===== config.mk =====
export PLATFORM = sky130hd
export DESIGN_NAME = spi_reg_target
export DESIGN_NICKNAME = d
export VERILOG_FILES = /design/src/rtl/spi_regs_pkg.sv /design/src/rtl/spi_sync.sv /design/src/rtl/spi_frame_engine.sv /design/src/rtl/spi_reg_bank.sv /design/src/rtl/spi_reg_target.sv
export SDC_FILE = /design/constraint.sdc
export NUM_CORES = 1
export LEC_CHECK = 0
export BUFFER_PORTS_ARGS = -buffer_cell sky130_fd_sc_hd__buf_2
export CAP_MARGIN = 15
export CORE_AREA = 2 2 110 112
export DETAILED_ROUTE_END_ITERATION = 8
export DIE_AREA = 0 0 112 114
export PLACE_DENSITY = 0.74
export RECOVER_POWER = 25
export SYNTH_ARGS = -nofsm -noshare
export SYNTH_HDL_FRONTEND = slang
export SYNTH_SLANG_ARGS = --single-unit

===== constraint.sdc =====
create_clock -name clk -period 8 [get_ports clk]
set_clock_uncertainty 0.05 [all_clocks]
set_input_delay 0.4 -clock clk [delete_from_list [all_inputs] [get_ports clk]]
set_output_delay 0.4 -clock clk [all_outputs]
set_load 0.1 [all_outputs]

===== src/rtl/spi_regs_pkg.sv =====
package spi_regs_pkg;
    localparam int FRAME_W = 24;
    localparam int CMD_W   = 8;
    localparam int DATA_W  = 16;

    localparam logic [6:0] ADDR_SRST = 7'h01;
    localparam logic [6:0] ADDR_CTRL = 7'h03;
    localparam logic [6:0] ADDR_STAT = 7'h0B;

    localparam int CTRL_LOCK_BIT = 0;
    localparam int CTRL_QUIET_BIT = 4;

    typedef enum logic [1:0] {
        ST_IDLE   = 2'd0,
        ST_ACTIVE = 2'd1,
        ST_DONE   = 2'd2
    } frame_state_e;
endpackage


===== src/rtl/spi_sync.sv =====
module spi_sync #(
    parameter int W = 3,
    parameter logic [W-1:0] RST_VAL = '0
) (
    input  logic         clk,
    input  logic         rst_n,
    input  logic [W-1:0] d,
    output logic [W-1:0] q
);
    logic [W-1:0] meta_q;

    always_ff @(posedge clk or negedge rst_n) begin
        if (!rst_n) begin
            meta_q <= RST_VAL;
            q      <= RST_VAL;
        end else begin
            meta_q <= d;
            q      <= meta_q;
        end
    end
endmodule


===== src/rtl/spi_frame_engine.sv =====
module spi_frame_engine
    import spi_regs_pkg::*;
#(
    parameter int CNT_W = 6
) (
    input  logic               clk,
    input  logic               rst_n,
    input  logic               sclk_s,
    input  logic               cs_n_s,
    input  logic               sdi_s,
    input  logic               quiet,
    input  logic               rd_pending,
    input  logic [FRAME_W-1:0] rd_word,
    output logic               sdo,
    output logic               sdo_oe,
    output logic               load_ack,
    output logic               commit,
    output logic               frame_bad,
    output logic [FRAME_W-1:0] frame_word
);
    localparam logic [CNT_W-1:0] CNT_MAX  = '1;
    localparam logic [CNT_W-1:0] CNT_FULL = CNT_W'(FRAME_W);

    frame_state_e state_q, state_d;
    logic               sclk_d;
    logic               sclk_rise, sclk_fall;
    logic [FRAME_W-1:0] sr_q;
    logic [CNT_W-1:0]   cnt_q;
    logic               sdo_q;
    logic               len_ok;

    assign sclk_rise = sclk_s & ~sclk_d;
    assign sclk_fall = ~sclk_s & sclk_d;

    always_ff @(posedge clk or negedge rst_n) begin
        if (!rst_n) state_q <= ST_IDLE;
        else        state_q <= state_d;
    end

    always_comb begin
        state_d = state_q;
        unique case (state_q)
            ST_IDLE:   if (!cs_n_s) state_d = ST_ACTIVE;
            ST_ACTIVE: if (cs_n_s)  state_d = ST_DONE;
            ST_DONE:                state_d = ST_IDLE;
            default:                state_d = ST_IDLE;
        endcase
    end

    always_comb begin
        len_ok     = quiet ? (cnt_q == CNT_FULL) : (cnt_q >= CNT_FULL);
        commit     = (state_q == ST_DONE) && len_ok;
        frame_bad  = (state_q == ST_DONE) && !len_ok;
        load_ack   = (state_q == ST_IDLE) && !cs_n_s && rd_pending;
        sdo_oe     = (state_q == ST_ACTIVE) && !quiet;
        sdo        = sdo_q;
        frame_word = sr_q;
    end

    always_ff @(posedge clk or negedge rst_n) begin
        if (!rst_n) begin
            sclk_d <= 1'b0;
            sr_q   <= '0;
            cnt_q  <= '0;
            sdo_q  <= 1'b0;
        end else begin
            sclk_d <= sclk_s;
            if (state_q == ST_IDLE && !cs_n_s) begin
                cnt_q <= '0;
                if (rd_pending) begin
                    sr_q  <= rd_word;
                    sdo_q <= rd_word[FRAME_W-1];
                end else begin
                    sdo_q <= sr_q[FRAME_W-1];
                end
            end else if (state_q == ST_ACTIVE) begin
                if (sclk_fall) begin
                    sr_q <= {sr_q[FRAME_W-2:0], sdi_s};
                    if (cnt_q != CNT_MAX) cnt_q <= cnt_q + 1'b1;
                end
                if (sclk_rise) sdo_q <= sr_q[FRAME_W-1];
            end
        end
    end

    p_commit_len_r5: assert property (@(posedge clk) disable iff (!rst_n)
        commit |-> (cnt_q >= CNT_FULL));

    p_sdo_hold_r3: assert property (@(posedge clk) disable iff (!rst_n)
        (state_q == ST_ACTIVE && !sclk_rise) |=> $stable(sdo_q));
endmodule


===== src/rtl/spi_reg_bank.sv =====
module spi_reg_bank
    import spi_regs_pkg::*;
#(
    parameter int N_GP    = 4,
    parameter int GP_BASE = 4
) (
    input  logic               clk,
    input  logic               rst_n,
    input  logic               commit,
    input  logic               frame_bad,
    input  logic [FRAME_W-1:0] frame_word,
    input  logic               load_ack,
    output logic               rd_pending,
    output logic [FRAME_W-1:0] rd_word,
    output logic               quiet,
    output logic               locked
);
    logic [CMD_W-1:0]  cmd;
    logic [6:0]        addr;
    logic [DATA_W-1:0] wdata;
    logic              wr_en, rd_en, reject, soft_rst;
    logic [DATA_W-1:0] ctrl_q;
    logic              stat_q;
    logic              pend_q;
    logic [FRAME_W-1:0] rdw_q;
    logic [DATA_W-1:0] gp_q [N_GP];
    logic [DATA_W-1:0] rval;

    assign cmd      = frame_word[FRAME_W-1 -: CMD_W];
    assign addr     = cmd[6:0];
    assign wdata    = frame_word[DATA_W-1:0];
    assign locked   = ctrl_q[CTRL_LOCK_BIT];
    assign quiet    = ctrl_q[CTRL_QUIET_BIT];
    assign wr_en    = commit && !locked && !cmd[7];
    assign rd_en    = commit && !locked && cmd[7];
    assign reject   = (commit && locked) || frame_bad;
    assign soft_rst = wr_en && addr == ADDR_SRST && wdata == DATA_W'(1);

    genvar gi;
    generate
        for (gi = 0; gi < N_GP; gi++) begin : g_gp
            always_ff @(posedge clk or negedge rst_n) begin
                if (!rst_n)                                 gp_q[gi] <= '0;
                else if (soft_rst)                          gp_q[gi] <= '0;
                else if (wr_en && addr == 7'(GP_BASE + gi)) gp_q[gi] <= wdata;
            end
        end
    endgenerate

    always_comb begin
        rval = '0;
        if (addr == ADDR_CTRL) rval = ctrl_q;
        if (addr == ADDR_STAT) rval = {{(DATA_W-1){1'b0}}, stat_q};
        for (int i = 0; i < N_GP; i++)
            if (addr == 7'(GP_BASE + i)) rval = gp_q[i];
    end

    always_ff @(posedge clk or negedge rst_n) begin
        if (!rst_n) begin
            ctrl_q <= '0;
            stat_q <= 1'b0;
            pend_q <= 1'b0;
            rdw_q  <= '0;
        end else if (soft_rst) begin
            ctrl_q <= '0;
            stat_q <= 1'b0;
            pend_q <= 1'b0;
        end else begin
            if (wr_en && addr == ADDR_CTRL) ctrl_q <= wdata;
            if (reject) stat_q <= 1'b1;
            else if (rd_en && addr == ADDR_STAT) stat_q <= 1'b0;
            if (rd_en) begin
                pend_q <= 1'b1;
                rdw_q  <= {cmd, rval};
            end else if (load_ack) begin
                pend_q <= 1'b0;
            end
        end
    end

    assign rd_pending = pend_q;
    assign rd_word    = rdw_q;

    p_lock_sticky_r8: assert property (@(posedge clk) disable iff (!rst_n)
        locked |=> locked);

    p_locked_ctrl_r8: assert property (@(posedge clk) disable iff (!rst_n)
        (commit && locked) |=> $stable(ctrl_q));

    p_reject_flag_r9: assert property (@(posedge clk) disable iff (!rst_n)
        frame_bad |=> stat_q);

    p_ack_clears_r2: assert property (@(posedge clk) disable iff (!rst_n)
        load_ack |=> !rd_pending);
endmodule


===== src/rtl/spi_reg_target.sv =====
module spi_reg_target
    import spi_regs_pkg::*;
#(
    parameter int N_GP    = 4,
    parameter int GP_BASE = 4,
    parameter int CNT_W   = 6
) (
    input  logic clk,
    input  logic rst_n,
    input  logic sclk,
    input  logic cs_n,
    input  logic sdi,
    output logic sdo,
    output logic sdo_oe
);
    logic [2:0]         pins_s;
    logic               load_ack, commit, frame_bad;
    logic               rd_pending, quiet, locked;
    logic [FRAME_W-1:0] rd_word, frame_word;

    spi_sync #(.W(3), .RST_VAL(3'b010)) u_sync (
        .clk   (clk),
        .rst_n (rst_n),
        .d     ({sclk, cs_n, sdi}),
        .q     (pins_s)
    );

    spi_frame_engine #(.CNT_W(CNT_W)) u_engine (
        .clk        (clk),
        .rst_n      (rst_n),
        .sclk_s     (pins_s[2]),
        .cs_n_s     (pins_s[1]),
        .sdi_s      (pins_s[0]),
        .quiet      (quiet),
        .rd_pending (rd_pending),
        .rd_word    (rd_word),
        .sdo        (sdo),
        .sdo_oe     (sdo_oe),
        .load_ack   (load_ack),
        .commit     (commit),
        .frame_bad  (frame_bad),
        .frame_word (frame_word)
    );

    spi_reg_bank #(.N_GP(N_GP), .GP_BASE(GP_BASE)) u_bank (
        .clk        (clk),
        .rst_n      (rst_n),
        .commit     (commit),
        .frame_bad  (frame_bad),
        .frame_word (frame_word),
        .load_ack   (load_ack),
        .rd_pending (rd_pending),
        .rd_word    (rd_word),
        .quiet      (quiet),
        .locked     (locked)
    );

    p_quiet_no_drive_r6: assert property (@(posedge clk) disable iff (!rst_n)
        quiet |-> !sdo_oe);

    p_single_outcome_r5: assert property (@(posedge clk) disable iff (!rst_n)
        !(commit && frame_bad));
endmodule


Word-level counts from Yosys, hierarchy flattened
Cells that the tools add are included.
Widths: inputs -> output; s select.
{ "totals": {"ff_bits": 146, "elab_cells": 115, "output_inout_bits": 2, "inputBits": 5} }
{ "classes": {"n_lt_le_gt_ge": 1, "n_addsub": 1, "reduce_logical": 40, "eq_ne": 15, "bitwise": 5, "n_mux": 38} }
{ "op_table": {"columns": ["operator", "count"], "rows": [
  ["$mux 16", 16],
  ["$mux 24", 4],
  ["$eq 7x3->1 const B", 4],
  ["$mux 6", 4],
  ["$reduce_bool 2->1", 9],
  ["$logic_and 1x1->1", 17],
  ["$eq 16x1->1 const B", 1],
  ["$mux 1", 11],
  ["$eq 7x1->1 const B", 1],
  ["$eq 7x2->1 const B", 1],
  ["$eq 7x4->1 const B", 1],
  ["$add 6x1->6 const B", 1],
  ["$eq 6x5->1 const B", 1],
  ["$ge 6x5->1 const B", 1],
  ["$ne 6x6->1 const B", 1],
  ["$reduce_and 2->1", 3],
  ["$reduce_and 3->1", 2],
  ["$reduce_bool 3->1", 2],
  ["$logic_not 1->1", 5],
  ["$mux 2", 2],
  ["$ne 2x2->1 const B", 2],
  ["$pmux 2 s2", 1],
  ["$not 1->1", 3],
  ["$and 1x1->1", 2],
  ["other kinds (5)", 5]
]} }

Depth between registers and ports, before layout
{ "depth": {"ltp_word": 9, "ltp_mapped": 9, "depth_no_buf": 7} }

By module
Synthesis repeated with hierarchy kept, for this count alone.
{ "unflattened": {"hier_cells": 704, "hier_area_um2": 7056.8} }
{ "modules_own_cells": {"columns": ["module", "area_per_inst_um2", "seq_area_each_um2", "instances", "cells_each"], "rows": [
  ["spi_reg_bank", 4984.8, 2652.5, 1, 563],
  ["spi_frame_engine", 1919.3, 850.8, 1, 135],
  ["spi_sync", 152.6, 152.6, 1, 6]
]} }

Worst setup path before layout
Ideal clock, no wire load.
{ "synth_path": {"path_kind": "flip-flop to output port", "startpoint": "register u_engine.state_q[0]", "endpoint": "output sdo_oe", "stages_incl_launch_ff": 3, "path_slack_ps": 4797, "required_ps": 7550, "arrival_ps": 2753, "n_path_buf": 1, "cell_sequence": "dfrtp_1 -> clkbuf_1 -> nor3b_1"} }
{ "synth_via": {"elab_chain_len": 2} }
{ "synth_rtl": {"columns": ["item", "line_no", "rtl"], "rows": [
  ["from (decl)", "spi_frame_engine.sv:24", "frame_state_e state_q, state_d;"],
  ["from (signal assigned)", "spi_frame_engine.sv:37", "else state_q <= state_d;"],
  ["$eq 2x1->1", "spi_frame_engine.sv:55", "sdo_oe = (state_q == ST_ACTIVE) && !quiet;"],
  ["$logic_and 1x1->1", "spi_frame_engine.sv:55", null],
  ["to (decl)", "spi_reg_target.sv:14", "output logic sdo_oe"]
]} }
No other way between the ends.

==> summary.md <==
| Metric | Value |
|---|---|
| CTS clk-pin slew, worst paths | 60 ps |
| Initial antenna violation count | 0 |
| Outcome | finished with violations |
| Fin. Hold Viols | 0 |
| # rows | 40 |
| Synth Register Bits | 146 |
| TNS Setup | 0 ps |
| Post-route minimum period | 4357 ps |
| RSZ-0062 raised after global routing | false |
| Vias in the first global route | 4510 |
| Cell area after layout | 0.007493 mm^2 |
| Area after DPL | 0.006824 mm^2 |
| Crit path DAT | 4660 ps |
| Setup ws final | 3643 ps |
| Switching Fraction | 0.2754 |
| Fin. max-slew vios | 72 |
| Slew @ Worst Pin | 3737 ps |
| Leak pwr | 3.468 nW |
| Total wire length | 14020 um |
| GR Overflow Total | 0 |
| Normalized max-slew margin | -1.491 |
| Netlist Area Pre-Place | 0.006748 mm^2 |
| Max Fclk | 0.2295 GHz |
| Clock group share of total power | 0.435 |
| Crit. End Element | asynchronous set/reset pin |
| Root buf cell | clkbuf_16 |
| Die H | 114 um |
| Failing checks | max-capacitance violations, max-slew violations |
| Clock buffer count from CTS | 17 |
| Syn-to-layout area delta | 11.05% |
| Pre-CTS setup slack | 5058 ps |
| Worst setup SP type | primary input |
| CP required | 8300 ps |
| Most common cell after layout, fill and taps aside | dfrtp_1 |
| CTS Buffer Depth | 2 |
| Seq/Total Area, Yosys | 0.5418 |
| Via count | 4306 |
| Max_cap viols | 1 |
| CTS H-tree lvls | 4 |
| Fin nets | 560 |
| Sequential Power Share | 0.428 |
| GP Congestion | 0.8161 |
| Register-to-register setup slack | 5020 ps |
| Number of enable flip-flop cells after synthesis | 0 |
| Hold crit path type | primary input to register |
| Pin count of the biggest net entering global routing | 77 |
| All-Layer GR Usage | 0.2358 |
| Syn. warnings | 0 |
| P_sw | 0.5541 mW |
| Syn_nets | 564 |
| Die area | 0.01277 mm^2 |
| # clock sinks | 146 |
| Avg Inst Size Synth | 12.11 um^2 |
| Routed wire per std cell | 19.66 um |
| Post-layout util | 0.6399 |
| DRT Pass-1 Iters | 4 |
| DR vias/cell | 6.039 |
| Ys async rst share | 1.000 |
| Post-route ant nets | 0 |
| Tcrit/Tclk final | 0.5446 |
| Power per cell area | 268.5 mW/mm^2 |
| Iteration-0 DRC Markers | 294 |
| Cell count after placement | 680 |
| I/O Buffers | 6 |
| Chip Width | 112 um |
| Worst VDD drop | 0.1874 mV |
| Diodes inserted | 0 |
| Initial core utilization | 0.5762 |
| Setup CP Type | primary input to asynchronous set/reset pin |
| TritonCTS clock tree | built |
| Non-filler cells, final | 713 |
| Top_reg_cell synth | dfrtp_1 |
| Final setup fails | 0 |
| Post-Synthesis Cells | 557 |
| Post-synth cell types | 54 |
| Post-DP HPWL | 8298 um |
| Worst-skew pair later-pin latency | 420 ps |
| First-pass GRT wire length | 23590 um |
| Top Ports | 7 |
| Comb pwr share | 0.137 |
| Most frequent cells in the layout | 143 x dfrtp_1, 66 x mux2_2, 58 x a21oi_1 |
| CP max FO | 76 |
| DRC | 0 |
| Layout cell share with drive strength beyond 1 | 0.2668 |
| Internal power | 1.458 mW |
| Core Area | 0.01171 mm^2 |
-- flip-flops by register name, indices dropped and copies added (netlist names), 2 cells and up --
register,count
u_sync.meta_q,3
u_engine.state_q,2
u_engine.cnt_q,6
u_bank.ctrl_q,16
u_bank.rd_word,24
u_sync.q,3
u_engine.frame_word,24
u_bank.gp_q,64
-- cell usage after synthesis (4+ instances only) --
| cell | instances | area share |
|---|---|---|
| dfrtp_1 | 144 | 0.53 |
| mux2_2 | 66 | 0.11 |
| a21oi_1 | 58 | 0.043 |
| mux2i_1 | 41 | 0.061 |
| nor2_1 | 40 | 0.022 |
| nand2_1 | 25 | 0.014 |
| clkbuf_1 | 24 | 0.013 |
| mux2_4 | 22 | 0.049 |
| o21ai_0 | 20 | 0.015 |
| a22oi_1 | 16 | 0.018 |
| inv_1 | 14 | 0.0078 |
| buf_1 | 7 | 0.0039 |
| nor4_1 | 6 | 0.0056 |
| o2bb2ai_1 | 5 | 0.0065 |
| nand3_1 | 4 | 0.0030 |
-- through the flow --
stage	hold slack [ps]	total power, mW
final	26.82	2.012
after global routing	19.02	2.098
after CTS	18.41	2.024
after detailed placement	292.8	1.149
after global placement	283.2	1.137
after floorplan	54.41	1.051
-- power groups by stage --
stage	clock, mW	combinational (mW)	sequential (mW)
floorplan	0	0.201	0.850
global placement	0	0.267	0.870
detailed placement	0	0.276	0.874
CTS	0.886	0.277	0.861
global route	0.919	0.306	0.872
finish	0.876	0.276	0.861
-- layer usage --
metal  part of all wire  global-route usage
met1               0.45              0.3105
met2               0.49              0.3774
met3              0.038             0.05685
met4              0.022              0.1024
met5                  0                   0
-- final cells by class --
type | instances | area, um^2
Fill cell | 866 | 4218
Sequential cell | 146 | 3657
Inverter | 14 | 52.55
Clock inverter | 8 | 145.1
Timing Repair Buffer | 14 | 91.34
Clock buffer | 24 | 521.8
Tap cell | 147 | 183.9
Multi-Input combinational cell | 360 | 2841
-- timing repair --
action,in CTS,in global routing
hold buffers,1,0
resized for setup,0,0
hold endpoints to repair,70,0
setup buffers,0,0
setup endpoints to repair,0,0
-- logic make-up (layout without fill, tap and decap cells) --
logic type | count (synthesis) | in the layout | synth area share
compound gates | 122 | 122 | 0.1152
xor+xnor | 5 | 5 | 0.006491
fa+ha+maj | 2 | 2 | 0.003708
buf+inv | 51 | 60 | 0.03894
flops | 146 | 146 | 0.5418
mux | 129 | 129 | 0.2199
simple gates | 102 | 102 | 0.07399
-- critical path, stage by stage --
cell and delay [ps]:
dlygate4sd3_1 520, clkbuf_1 2620, buf_4 1060
-- path summary, 6_finish.rpt --
kind / from / to / depth (start not counted)
setup / recovery: rst_n / u_engine.frame_word[16] / 3
hold / removal: cs_n / u_sync.meta_q[1] / 1
setup reg to reg: u_engine.frame_word[16] / u_bank.gp_q[36] / 6
hold reg to reg: u_sync.meta_q[1] / u_sync.q[1] / 0
max in group clk: u_engine.frame_word[16] / u_bank.gp_q[36] / 6
min in group asynchronous: rst_n / u_engine.state_q[1] / 2
(Power assumes the default switching activity.)
